<file path="config.mk">
export PLATFORM = sky130hd
export DESIGN_NAME = sdram_mode_burst
export DESIGN_NICKNAME = d
export VERILOG_FILES = /design/src/rtl/ddr_mode_pkg.sv /design/src/rtl/ddr_mode_regs.sv /design/src/rtl/ddr_col_seq.sv /design/src/rtl/ddr_lat_timer.sv /design/src/rtl/sdram_mode_burst.sv
export SDC_FILE = /design/constraint.sdc
export NUM_CORES = 1
export LEC_CHECK = 0
export ABC_AREA = 1
export ABC_CLOCK_PERIOD_IN_PS = 5200
export BUFFER_PORTS_ARGS = -buffer_cell sky130_fd_sc_hd__buf_4
export CORE_MARGIN = 1
export CORE_UTILIZATION = 45
export CTS_CLUSTER_SIZE = 30
export DETAILED_ROUTE_END_ITERATION = 10
export PLACE_DENSITY = 0.73
export SYNTH_ARGS = -nofsm -noshare
export SYNTH_HDL_FRONTEND = slang
export SYNTH_HIERARCHICAL = 1
export SYNTH_SLANG_ARGS = --single-unit
</file>
<file path="constraint.sdc">
create_clock -name clk -period 5.2 [get_ports clk]
set_clock_uncertainty 0.2 [all_clocks]
set_input_delay 0.78 -clock clk [delete_from_list [all_inputs] [get_ports clk]]
set_output_delay 0.78 -clock clk [all_outputs]
set_load 0.05 [all_outputs]
</file>
<file path="src/rtl/ddr_mode_pkg.sv">
package ddr_mode_pkg;

    localparam int ADDR_W  = 12;
    localparam int BANK_W  = 2;
    localparam int COL_W   = 9;
    localparam int BEAT_W  = 3;

    typedef enum logic [1:0] {
        CMD_NOP = 2'b00,
        CMD_MRS = 2'b01,
        CMD_RD  = 2'b10,
        CMD_WR  = 2'b11
    } cmd_e;

    typedef enum logic {
        BT_SEQ = 1'b0,
        BT_ILV = 1'b1
    } btype_e;

    typedef struct packed {
        logic [1:0] bl_log;   // log2 of burst length
        btype_e     bt;
        logic [2:0] cl_half;  // latency in half clocks
        logic       bad;
    } mode_t;

    function automatic mode_t decode_mode(logic [ADDR_W-1:0] r);
        mode_t m;
        m.bad = 1'b0;
        m.bt  = btype_e'(r[3]);
        case (r[2:0])
            3'b001:  m.bl_log = 2'd1;
            3'b010:  m.bl_log = 2'd2;
            3'b011:  m.bl_log = 2'd3;
            default: begin m.bl_log = 2'd1; m.bad = 1'b1; end
        endcase
        case (r[6:4])
            3'b010:  m.cl_half = 3'd4;
            3'b110:  m.cl_half = 3'd5;
            3'b011:  m.cl_half = 3'd6;
            default: begin m.cl_half = 3'd6; m.bad = 1'b1; end
        endcase
        return m;
    endfunction

    function automatic logic [COL_W-1:0] burst_col(
        logic [COL_W-1:0]  start,
        logic [1:0]        bl_log,
        btype_e            bt,
        logic [BEAT_W-1:0] k
    );
        logic [COL_W-1:0] mask;
        logic [COL_W-1:0] kx;
        logic [COL_W-1:0] low;
        mask = COL_W'((9'd1 << bl_log) - 9'd1);
        kx   = {{(COL_W-BEAT_W){1'b0}}, k};
        low  = (bt == BT_ILV) ? (start ^ kx) : (start + kx);
        return (start & ~mask) | (low & mask);
    endfunction

endpackage

</file>
<file path="src/rtl/ddr_mode_regs.sv">
module ddr_mode_regs
    import ddr_mode_pkg::*;
#(
    parameter logic [ADDR_W-1:0] MODE_RST = 12'h021
) (
    input  logic              clk,
    input  logic              rst,
    input  cmd_e              cmd_i,
    input  logic [BANK_W-1:0] bank_i,
    input  logic [ADDR_W-1:0] addr_i,
    output mode_t             mode_o,
    output logic              dll_off_o,
    output logic              drive_weak_o
);

    logic [ADDR_W-1:0] mr_q;
    logic [1:0]        emr_q;

    always_ff @(posedge clk) begin
        if (rst) begin
            mr_q  <= MODE_RST;
            emr_q <= '0;
        end else if (cmd_i == CMD_MRS) begin
            case (bank_i)
                2'b00:   mr_q  <= addr_i;
                2'b01:   emr_q <= addr_i[1:0];
                default: ;
            endcase
        end
    end

    always_comb begin
        mode_o       = decode_mode(mr_q);
        dll_off_o    = emr_q[0];
        drive_weak_o = emr_q[1];
    end

    AST_MRS_HOLDS: assert property (@(posedge clk) disable iff (rst)
        !(cmd_i == CMD_MRS && bank_i == 2'b00) |=> $stable(mr_q));
    AST_EMR_HOLDS: assert property (@(posedge clk) disable iff (rst)
        !(cmd_i == CMD_MRS && bank_i == 2'b01) |=> $stable(emr_q));
    AST_CL_LEGAL: assert property (@(posedge clk) disable iff (rst)
        mode_o.cl_half inside {3'd4, 3'd5, 3'd6});
    AST_BL_LEGAL: assert property (@(posedge clk) disable iff (rst)
        mode_o.bl_log != 2'd0);

endmodule

</file>
<file path="src/rtl/ddr_col_seq.sv">
module ddr_col_seq
    import ddr_mode_pkg::*;
(
    input  logic             clk,
    input  logic             rst,
    input  logic             start_i,
    input  logic             wr_i,
    input  logic [COL_W-1:0] col_i,
    input  mode_t            mode_i,
    output logic             valid_o,
    output logic             wr_o,
    output logic [COL_W-1:0] rise_o,
    output logic [COL_W-1:0] fall_o
);

    logic             active_q;
    logic             wr_q;
    logic [COL_W-1:0] col_q;
    logic [1:0]       bl_log_q;
    btype_e           bt_q;
    logic [1:0]       pair_q;
    logic [1:0]       last_pair;

    always_comb last_pair = 2'((3'd1 << (bl_log_q - 2'd1)) - 3'd1);

    always_ff @(posedge clk) begin
        if (rst) begin
            active_q <= 1'b0;
            wr_q     <= 1'b0;
            col_q    <= '0;
            bl_log_q <= 2'd1;
            bt_q     <= BT_SEQ;
            pair_q   <= '0;
        end else if (start_i) begin
            active_q <= 1'b1;
            wr_q     <= wr_i;
            col_q    <= col_i;
            bl_log_q <= mode_i.bl_log;
            bt_q     <= mode_i.bt;
            pair_q   <= '0;
        end else if (active_q) begin
            if (pair_q == last_pair) active_q <= 1'b0;
            else                     pair_q   <= pair_q + 2'd1;
        end
    end

    always_comb begin
        valid_o = active_q;
        wr_o    = wr_q;
        rise_o  = burst_col(col_q, bl_log_q, bt_q, {pair_q, 1'b0});
        fall_o  = burst_col(col_q, bl_log_q, bt_q, {pair_q, 1'b1});
    end

    AST_PAIR_SAME_BLOCK: assert property (@(posedge clk) disable iff (rst)
        valid_o |-> (rise_o[COL_W-1:3] == fall_o[COL_W-1:3]));
    AST_PAIR_DISTINCT: assert property (@(posedge clk) disable iff (rst)
        valid_o |-> (rise_o != fall_o));
    AST_BURST_ENDS: assert property (@(posedge clk) disable iff (rst)
        (valid_o && pair_q == last_pair && !start_i) |=> !valid_o);
    AST_RESTART: assert property (@(posedge clk) disable iff (rst)
        start_i |=> (valid_o && pair_q == 2'd0));

endmodule

</file>
<file path="src/rtl/ddr_lat_timer.sv">
module ddr_lat_timer (
    input  logic       clk,
    input  logic       rst,
    input  logic       rd_i,
    input  logic       wr_i,
    input  logic [2:0] cl_half_i,
    output logic       due_o,
    output logic       due_half_o
);

    logic [1:0] cnt_q;
    logic       half_q;
    logic       due_q;
    logic       due_half_q;

    always_ff @(posedge clk) begin
        if (rst) begin
            cnt_q      <= '0;
            half_q     <= 1'b0;
            due_q      <= 1'b0;
            due_half_q <= 1'b0;
        end else begin
            due_q      <= (cnt_q == 2'd1) && !rd_i && !wr_i;
            due_half_q <= (cnt_q == 2'd1) && !rd_i && !wr_i && half_q;
            if (rd_i) begin
                cnt_q  <= cl_half_i[2:1];
                half_q <= cl_half_i[0];
            end else if (wr_i) begin
                cnt_q  <= '0;
            end else if (cnt_q != 2'd0) begin
                cnt_q  <= cnt_q - 2'd1;
            end
        end
    end

    assign due_o      = due_q;
    assign due_half_o = due_half_q;

    AST_DUE_ONE_CYCLE: assert property (@(posedge clk) disable iff (rst)
        due_o |=> !due_o);
    AST_DUE_NEEDS_COUNT: assert property (@(posedge clk) disable iff (rst)
        wr_i |=> !due_o);

endmodule

</file>
<file path="src/rtl/sdram_mode_burst.sv">
module sdram_mode_burst
    import ddr_mode_pkg::*;
#(
    parameter logic [ADDR_W-1:0] MODE_RST = 12'h021
) (
    input  logic              clk,
    input  logic              rst,
    input  logic [1:0]        cmd_i,
    input  logic [BANK_W-1:0] bank_i,
    input  logic [ADDR_W-1:0] addr_i,
    output logic [3:0]        burst_len_o,
    output logic              burst_ilv_o,
    output logic [2:0]        cas_half_o,
    output logic              mode_bad_o,
    output logic              dll_off_o,
    output logic              drive_weak_o,
    output logic              col_valid_o,
    output logic [COL_W-1:0]  col_rise_o,
    output logic [COL_W-1:0]  col_fall_o,
    output logic              burst_wr_o,
    output logic              rd_due_o,
    output logic              rd_due_half_o
);

    cmd_e             cmd;
    mode_t            mode;
    logic             is_rd;
    logic             is_wr;
    logic [COL_W-1:0] start_col;

    always_comb begin
        cmd       = cmd_e'(cmd_i);
        is_rd     = (cmd == CMD_RD);
        is_wr     = (cmd == CMD_WR);
        start_col = {addr_i[9], addr_i[7:0]};
    end

    ddr_mode_regs #(.MODE_RST(MODE_RST)) u_regs (
        .clk          (clk),
        .rst          (rst),
        .cmd_i        (cmd),
        .bank_i       (bank_i),
        .addr_i       (addr_i),
        .mode_o       (mode),
        .dll_off_o    (dll_off_o),
        .drive_weak_o (drive_weak_o)
    );

    ddr_col_seq u_seq (
        .clk     (clk),
        .rst     (rst),
        .start_i (is_rd || is_wr),
        .wr_i    (is_wr),
        .col_i   (start_col),
        .mode_i  (mode),
        .valid_o (col_valid_o),
        .wr_o    (burst_wr_o),
        .rise_o  (col_rise_o),
        .fall_o  (col_fall_o)
    );

    ddr_lat_timer u_lat (
        .clk        (clk),
        .rst        (rst),
        .rd_i       (is_rd),
        .wr_i       (is_wr),
        .cl_half_i  (mode.cl_half),
        .due_o      (rd_due_o),
        .due_half_o (rd_due_half_o)
    );

    always_comb begin
        burst_len_o = 4'd1 << mode.bl_log;
        burst_ilv_o = (mode.bt == BT_ILV);
        cas_half_o  = mode.cl_half;
        mode_bad_o  = mode.bad;
    end

endmodule

</file>
Yosys cells after proc, flatten, opt, wreduce, memory -nomap -nowiden:

Cells that the tools add are included.
Widths: inputs -> output; s select.

* register bits: 30
* output and inout bits: 33
* word-level logic and storage cells: 70
* input port bits: 18

* bitwise logic cells: 9
* reduce and logical (&&, ||, !) cells: 15
* add/sub/neg operators: 7
* shift operators: 3
* eq/ne operators: 12
* muxes and demuxes: 12

Operators with widths (count)
* $and 9x9->9: 3
* $add 9x3->9: 2
* $mux 9: 2
* $or 9x9->9: 2
* $xor 9x3->9: 2
* $eq 3x2->1 const B: 4
* $not 9->9: 1
* $shl 1x2->9 const A: 1
* $sub 9x1->9 const B: 1
* $pmux 2 s2: 2
* $eq 2x1->1 const B: 3
* $mux 2: 3
* $reduce_and 2->1: 3
* $reduce_or 3->1: 2
* $sub 2x1->2 const B: 3
* $mux 1: 5
* $eq 2x2->1 const B: 2
* $shl 1x2->4 const A: 1
* $eq 3x1->1 const B: 1
* $eq 3x3->1 const B: 1
* $logic_and 1x1->1: 3
* $reduce_bool 3->1: 1
* $add 2x1->2 const B: 1
* $eq 2x2->1: 1
* 7 further kinds: 8

Longest topological paths before layout:

Gate-level depths: netlist of run 1.

* depth after elaboration: 7
* depth in mapped cells: 11
* depth with buffers taken out: 11

Hierarchy:

The synthesis of run 1 kept the hierarchy.

By module, submodules not included
* ddr_col_seq: cells each 175, instances 1, area an instance 1216.2 µm², sequential area each 320.3 µm²
* ddr_mode_regs: cells each 76, instances 1, area an instance 489.2 µm², sequential area each 180.2 µm²
* ddr_lat_timer: cells each 30, instances 1, area an instance 242.7 µm², sequential area each 100.1 µm²
* sdram_mode_burst: cells each 12, instances 1, area an instance 45.0 µm², sequential area each 0.0 µm²

Worst setup path after synthesis of run 1:

OpenSTA, ideal clock, no wires.

* path kind: reg2out
* from: reg u_seq.col_q[0]
* to: out col_fall_o[1]
* required time: 4.220 ns
* data arrival time: 2.126 ns
* buffers on the path: 0
* slack: 2.094 ns
* stages on the path, launching flop included: 6
* cell sequence: dfxtp_1 inv_1 fa_1 nand2_1 o21ai_0 o21ai_0

* word-level cells in the longest chain between the ends: 4

Ends and longest elaborated chain
* from (decl): line ddr_col_seq.sv:18 `logic [COL_W-1:0] col_q;`
* from (signal assigned): line ddr_col_seq.sv:37 `col_q <= col_i;`
* $add 9x3->9: line ddr_mode_pkg.sv:57 `low = (bt == BT_ILV) ? (start ^ kx) : (start + kx);`
* $mux 9: line ddr_mode_pkg.sv:57
* $and 9x9->9: line ddr_mode_pkg.sv:58 `return (start & ~mask) | (low & mask);`
* $or 9x9->9: line ddr_mode_pkg.sv:58
* to (decl): line sdram_mode_burst.sv:19 `output logic [COL_W-1:0] col_fall_o,`

No other way between the ends.

Worst setup path in the final report of run 1:

* from: reg u_seq.bl_log_q[0]
* to: out col_fall_o[6]

* word-level cells in the longest chain between the ends: 5
* elaborated cells on any way between the ends: 6
* those cells by class: 1 x add/sub; 1 x shift; 4 x bitwise

Ends and longest elaborated chain
* from (decl): line ddr_col_seq.sv:19 `logic [1:0] bl_log_q;`
* from (signal assigned): line ddr_col_seq.sv:38 `bl_log_q <= mode_i.bl_log;`
* $shl 1x2->9 *: line ddr_mode_pkg.sv:55 `mask = COL_W'((9'd1 << bl_log) - 9'd1);`
* $sub 9x1->9 *: line ddr_mode_pkg.sv:55
* $not 9->9: line ddr_mode_pkg.sv:58
* $and 9x9->9: line ddr_mode_pkg.sv:58
* $or 9x9->9 *: line ddr_mode_pkg.sv:58

Mark *: on every way between the ends. The rest lies on a longest branch, timed or not.

==> results of run 1 <==
-- how the worst max path moves through the flow --
stage                                to  slack (ns)  depth (start not counted)
after floorplan           col_fall_o[1]        2.09                          5
after global placement    col_fall_o[6]        2.43                         11
after detailed placement  col_fall_o[6]        2.42                         11
after CTS                 col_fall_o[6]        2.10                         11
after global routing      col_rise_o[6]        1.88                         11
final                     col_fall_o[6]        2.12                         11
-- per-stage QoR --
| step | power (µW) | std cells | hold WS, ns | instance area [µm²] | util |
|---|---|---|---|---|---|
| after floorplan | 387.5 | 293 | 0.2505 | 1993 | - |
| after global placement | 432.8 | 380 | 0.2690 | 2342 | 0.5692 |
| after detailed placement | 435.1 | 380 | 0.2791 | 2342 | 0.5692 |
| after CTS | 606.7 | 387 | 0.2900 | 2421 | 0.5883 |
| after global routing | 636.0 | 387 | 0.3003 | 2421 | 0.5883 |
| final | 601.4 | 387 | 0.2865 | 2421 | 0.5883 |
-- state kept, by name (all words and copies together) (netlist names), 2 cells and up --
register        cells
u_seq/col_q         9
u_regs/mr_q         7
u_lat/cnt_q         2
u_regs/emr_q        2
u_seq/bl_log_q      2
u_seq/pair_q        2
-- logic make-up after synthesis --
group,Yosys count,synth area share
and+or+nand+nor,126,0.2869
buffers and inverters,64,0.1331
AOI/OAI and AO/OA,47,0.1312
DFF,30,0.3013
adders and majority gates,15,0.1017
xor gates and xnor gates,10,0.04395
other,1,0.001881
-- final cells by class --
type	count	area [µm²]
Clock buffer	5	68.82
Clock inverter	2	10.01
Fill cell	417	1694
Inverter	55	206.4
Multi-Input combinational cell	199	1127
Sequential cell	30	600.6
Tap cell	50	62.56
Timing Repair Buffer	46	345.3
-- where the power goes --
part | total [µW] | internal, µW | switching [µW] | leakage (µW)
clock | 172 | 89.5 | 82.1 | 0.0000438
sequential | 255 | 243 | 12.0 | 0.000247
combinational | 175 | 55.9 | 119 | 0.000956
-- worst max-delay path: cells and delay by family, from the launching register on --
kind,cells,cell delay [ns]
buffers and inverters,4,0.47
and+or+nand+nor,4,0.44
DFF,1,0.42
adders and majority gates,2,0.38
xor gates and xnor gates,1,0.13
-- placed cells by master (no fill, tap or decap), drive strengths merged --
cell type / instances
nand3: 23
conb: 1
clkbuf: 5
fa: 2
o211ai: 1
nand4: 2
nand2: 60
o22ai: 1
inv: 54
o21bai: 1
nor3b: 1
ha: 13
a21oi: 21
xor2: 8
buf: 46
a21boi: 2
dfxtp: 30
nand3b: 1
nor2: 39
xnor2: 2
clkinv: 3
o21ai: 21
-- cell usage after synthesis, drive strengths merged --
cell	count	area, µm²
a21boi	2	15.01
a21oi	21	105.1
buf	6	47.54
clkbuf	3	11.26
clkinv	1	3.750
conb	1	3.750
dfxtp	30	600.6
fa	2	40.04
ha	13	162.7
inv	54	202.7
nand2	60	235.2
nand3	23	115.1
nand3b	1	20.02
nand4	2	12.51
nor2	39	176.4
nor3b	1	12.51
o211ai	1	7.510
o21ai	21	108.9
o21bai	1	18.77
o22ai	1	6.260
xnor2	2	17.52
xor2	8	70.07
-- metal layers --
| metal | vias up | routed length, µm |
|---|---|---|
| met5 | - | 0 |
| met4 | 0 | 51 |
| met3 | 5 | 226 |
| met2 | 60 | 1652 |
| met1 | 740 | 2032 |
| li1 | 989 | - |
==> metrics.csv, run 1 <==
stage;metric;value;unit
status;status;finished, final reports clean;
grt;antenna_found_initial;0;
power_and_ir_drop;leakagePower;0.001247;µW
floorplanning;initial_utilization;0.4843;
timing;setup_viol;0;
logic_synthesis;ys_types;29;
timing;rsz0062_at_grt;false;
worst_setup_path;timing.rr.end;u_seq/pair_q[1]$_SDFFE_PP0P_;
detailed_routing;drt_wl_total;3.962;mm
clock_tree;clockRootBuffer;clkbuf_8;
logic_synthesis;yosys_warnings;6;
clock_tree;cts_hold_buf;0;
place;port-buffer-count;46;
timing;slew_headroom;0.6401;
timing;max_freq;0.3247;GHz
worst_setup_path;cpPeakStageDelay;0.42;ns
worst_setup_path;critPathKind;flip-flop to output port;
logic_synthesis;synth_area_per_cell;6.803;µm²
layout;drive_gt1_frac;0.2018;
layout;nets;370;
job;maxCapViolations;0;
grt;grt_overflow;0;
logic_synthesis;ys_ff_latch;30;
worst_setup_path;cp-startpoint;u_seq/bl_log_q[0]$_SDFFE_PP1P_;
grt;grt_max_degree;23;
clock_tree;cts_buffer_depth;2;
clock_tree;clock_latency;0.27;ns
worst_setup_path;path_cells;inv_1 > ha_1 > inv_1 > ha_1 > inv_1 > nor2_2 > nand2_1 > nor2_1 > nand2_1 > xor2_1 > buf_4;
clock_tree;cts.sinks;30;
logic_synthesis;syn_inst;293;
worst_setup_path;r2r_cells;9;
timing;setup_ws;2.120;ns
detailed_routing;post_drt_wl_per_cell;10.24;µm
min_path;min_from;u_lat/half_q$_SDFFE_PP0P_;
floorplanning;io_pins;51;
min_path;hold_path_class;flip-flop to flip-flop;
detailed_routing;drt_first_pass_iters;4;
power_and_ir_drop;p_per_area;248.4;nW/µm²
grt;grt_pass1_vias;1532;
timing;slew_violations;0;
power_and_ir_drop;ir_worst_vdd;0.1415;mV
clock_tree;cts_resized;0;
worst_setup_path;ff2ff_setup_slack;3.55;ns
timing;setup-tns-final;0;ns
place;hpwlAfterDp;3.119;mm
clock_tree;post_cts_buffers;0;
layout;syn2layout_area_growth;21.47;%
worst_setup_path;cp_common_cell;inv_1;
floorplanning;core-area;4115;µm²
worst_setup_path;end_kind;output port;
min_path;holdPathStages;1;
detailed_routing;via_per_inst;4.636;
detailed_routing;antenna_left;0;
floorplanning;dieArea;4699;µm²
floorplanning;row_count;23;
grt;use_met3;0.04441;
min_path;holdPathEnd;u_lat/due_half_o$_SDFF_PP0_;
layout;diodes;0;
grt;gr-usage-all-layers;0.1872;
worst_setup_path;cp_data_required_time;4.22;ns
grt;grt_pass1_wl;6.472;mm
worst_setup_path;crit_fanout;5;
timing;tightestPinTransition;0.5393;ns
detailed_routing;drt_iter0_markers;85;
clock_tree;clk_pin_slew;0.06;ns
logic_synthesis;syn_nets;326;
logic_synthesis;seq_area_frac_synth;0.3013;
worst_setup_path;critPathSlowestCell;dfxtp_1;
floorplanning;die_height;68.55;µm
worst_setup_path;worstReg2RegStart;u_seq/bl_log_q[0]$_SDFFE_PP1P_;
clock_tree;cts_max_level;2;
clock_tree;tritoncts;yes;
worst_setup_path;crit_arrival;2.10;ns
grt;grt_use_met1;0.2409;
clock_tree;cts_buffers;5;
timing;period_share;0.5923;
grt;busiest_layer;met2;
timing;min_period;3.080;ns
logic_synthesis;syn_area;1993;µm²
timing;hold_viol_final;0;
place;pre_cts_ws;2.419;ns
grt;met2_usage;0.2978;
worst_setup_path;critPathLaunchType;flip-flop;
place;place_congestion;0.8319;
floorplanning;fp.dieW;68.55;µm
detailed_routing;drc;0;
detailed_routing;vias;1794;
Note: power is estimated with default switching activity, not from simulation.
==> run 2: changes to the inputs <==
- ABC_CLOCK_PERIOD_IN_PS: 5200 -> 2900
- clock period: 5.2 -> 2.9 ns (I/O delays scaled with it)
==> run 2 against run 1 <==
Against the previous run:
- global-route usage up 1.2 points
- die area unchanged
- total power up 85%
- clock power up 98%
==> metrics.csv, run 2 (synthesized netlist as in run 1, its figures left out) <==
stage;metric;value;unit
layout;diodes;0;
layout;multi_input_comb_area;1127;µm²
clock_tree;post_cts_buffers;0;
worst_setup_path;worstReg2RegStart;u_seq/bl_log_q[0]$_SDFFE_PP1P_;
floorplanning;core-area;4115;µm²
timing;slew_headroom;0.6313;
place;place_congestion;0.8196;
layout;syn2layout_area_growth;22.22;%
clock_tree;cts_resized;0;
status;status;finished, final reports clean;
worst_setup_path;crit_family;simple AND/OR/NAND/NOR gates;
layout;drive_gt1_frac;0.2071;
worst_setup_path;path_cells;inv_1 > ha_1 > inv_1 > ha_1 > inv_1 > nor2_2 > nand2_1 > nor2_1 > nand2_1 > xor2_1 > buf_4;
timing;setup-tns-final;0;ns
clock_tree;clock_latency;0.28;ns
timing;tightestPinTransition;0.5525;ns
worst_setup_path;crit_fanout;5;
detailed_routing;post_drt_wl_per_cell;10.69;µm
detailed_routing;vias;1838;
min_path;holdPathStages;2;
layout;regMostFlops;u_seq/col_q;
worst_setup_path;r2r_cells;9;
layout;reg.largest.list;u_seq/col_q (9), u_regs/mr_q (7);
clock_tree;cts_buffer_depth;2;
worst_setup_path;cp_data_required_time;2.27;ns
grt;grt_max_degree;23;
worst_setup_path;critPathKind;flip-flop to output port;
layout;fillers;400;
detailed_routing;antenna_left;0;
timing;hold_viol_final;0;
worst_setup_path;cp-startpoint;u_seq/bl_log_q[0]$_SDFFE_PP1P_;
worst_setup_path;cpPeakStageDelay;0.37;ns
detailed_routing;drt_first_pass_iters;4;
floorplanning;io_pins;51;
worst_setup_path;critPathLaunchType;flip-flop;
timing;max_freq;0.3765;GHz
worst_setup_path;cp_common_cell;inv_1;
worst_setup_path;ff2ff_setup_slack;1.31;ns
power_and_ir_drop;p_per_area;456.7;nW/µm²
grt;antenna_found_initial;0;
timing;rsz0062_at_grt;false;
layout;largest_reg_flops;9;
worst_setup_path;timing.rr.end;u_seq/pair_q[1]$_SDFFE_PP0P_;
job;maxCapViolations;0;
worst_setup_path;crit_arrival;2.02;ns
worst_setup_path;cp.depth;11;
detailed_routing;drc;0;
timing;setup_viol;0;
floorplanning;fp.dieW;68.55;µm
clock_tree;cts.sinks;30;
detailed_routing;via_per_inst;4.737;
clock_tree;clk_pin_slew;0.06;ns
place;port-buffer-count;46;
layout;final_cell_mix;56 x nand2_1, 53 x inv_1, 46 x buf_4, 33 x nor2_1, 28 x dfxtp_1;
timing;min_period;2.656;ns
floorplanning;row_count;23;
worst_setup_path;critPathSlowestCell;dfxtp_2;
grt;gr-usage-all-layers;0.1990;
grt;grt_pass1_wl;6.989;mm
floorplanning;dieArea;4699;µm²
place;hpwlAfterDp;3.258;mm
detailed_routing;drt_iter0_markers;82;
layout;ff_latch_area;603.1;µm²
layout;nets;370;
worst_setup_path;worstPathBufferInverterCount;4;
clock_tree;cts_buffers;5;
timing;period_share;0.9158;
layout;final_cells;388;
timing;slew_violations;0;
clock_tree;cts_hold_buf;0;
power_and_ir_drop;leakagePower;0.001251;µW
grt;grt_pass1_vias;1621;
floorplanning;initial_utilization;0.4843;
clock_tree;cts_max_level;2;
power_and_ir_drop;ir_worst_vdd;0.2298;mV
detailed_routing;drt_wl_total;4.148;mm
min_path;hold_path_class;primary input to flip-flop;
worst_setup_path;crit_end;col_fall_o[6];
grt;grt_overflow;0;
clock_tree;clockRootBuffer;clkbuf_8;
clock_tree;tritoncts;yes;
layout;layout_commonest_cell;nand2_1;
floorplanning;die_height;68.55;µm
worst_setup_path;end_kind;output port;
place;dp.cells;380;
[run 2: cell types whose count changed in the layout (fill, tap and decap cells not counted), sizes merged]
cell,delta
clkbuf,+2
clkinv,-1
[run 2: per-layer routing]
layer / routed length, µm / GRT usage / vias up
met5: 0 / 0 / -
met4: 34 / 0.05729 / 0
met3: 228 / 0.04770 / 4
met2: 1894 / 0.3284 / 56
met1: 1991 / 0.2560 / 790
li1: - / - / 988
[run 2: area by class of cell]
class,count,area share
Clock inverter,1,0.002054
Sequential cell,30,0.2476
Timing Repair Buffer,46,0.1418
Clock buffer,7,0.03544
Tap cell,50,0.02568
Inverter,55,0.08475
Multi-Input combinational cell,199,0.4628
[run 2: power by group]
group	internal [µW]	leakage [µW]	switching, µW
clock network	191	0.0000482	149
logic	100	0.000956	215
registers	435	0.000247	21.8
total	727	0.00125	386
[run 2: worst reg2reg max path, stage by stage, from the launching register on]
cell and delay [ns]:
dfxtp_2 0.37, inv_1 0.10, ha_1 0.32, inv_1 0.06, nand2_1 0.04, nand2_1 0.07
nand2_1 0.08, nand2_1 0.11, nand2_1 0.07, a21oi_1 0.12
[run 2: how the worst min path moves through the flow]
stage                                   to                        start  slack (ns)
2_1_floorplan  u_regs/mr_q[0]$_SDFFE_PP1P_  u_regs/mr_q[0]$_SDFFE_PP1P_        0.25
3_3_place_gp   u_regs/mr_q[0]$_SDFFE_PP1P_  u_regs/mr_q[0]$_SDFFE_PP1P_        0.28
3_5_place_dp   u_regs/mr_q[5]$_SDFFE_PP1P_  u_regs/mr_q[5]$_SDFFE_PP1P_        0.28
4_1_cts        u_lat/due_half_o$_SDFF_PP0_                          rst        0.18
5_1_grt        u_lat/due_half_o$_SDFF_PP0_                          rst        0.19
6_report       u_lat/due_half_o$_SDFF_PP0_                          rst        0.18
[run 2: per-stage QoR]
step           utilization  hold slack [ns]  cell area (µm²)  setup WS, ns  total power (µW)
2_1_floorplan            -           0.2505             1993        0.1388             694.9
3_3_place_gp        0.5692           0.2761             2342        0.4880             776.3
3_5_place_dp        0.5692           0.2798             2342        0.4398             781.3
4_1_cts             0.5914           0.1850             2434        0.1346              1121
5_1_grt             0.5920           0.1866             2436      0.008795              1175
6_report            0.5920           0.1838             2436        0.2441              1113
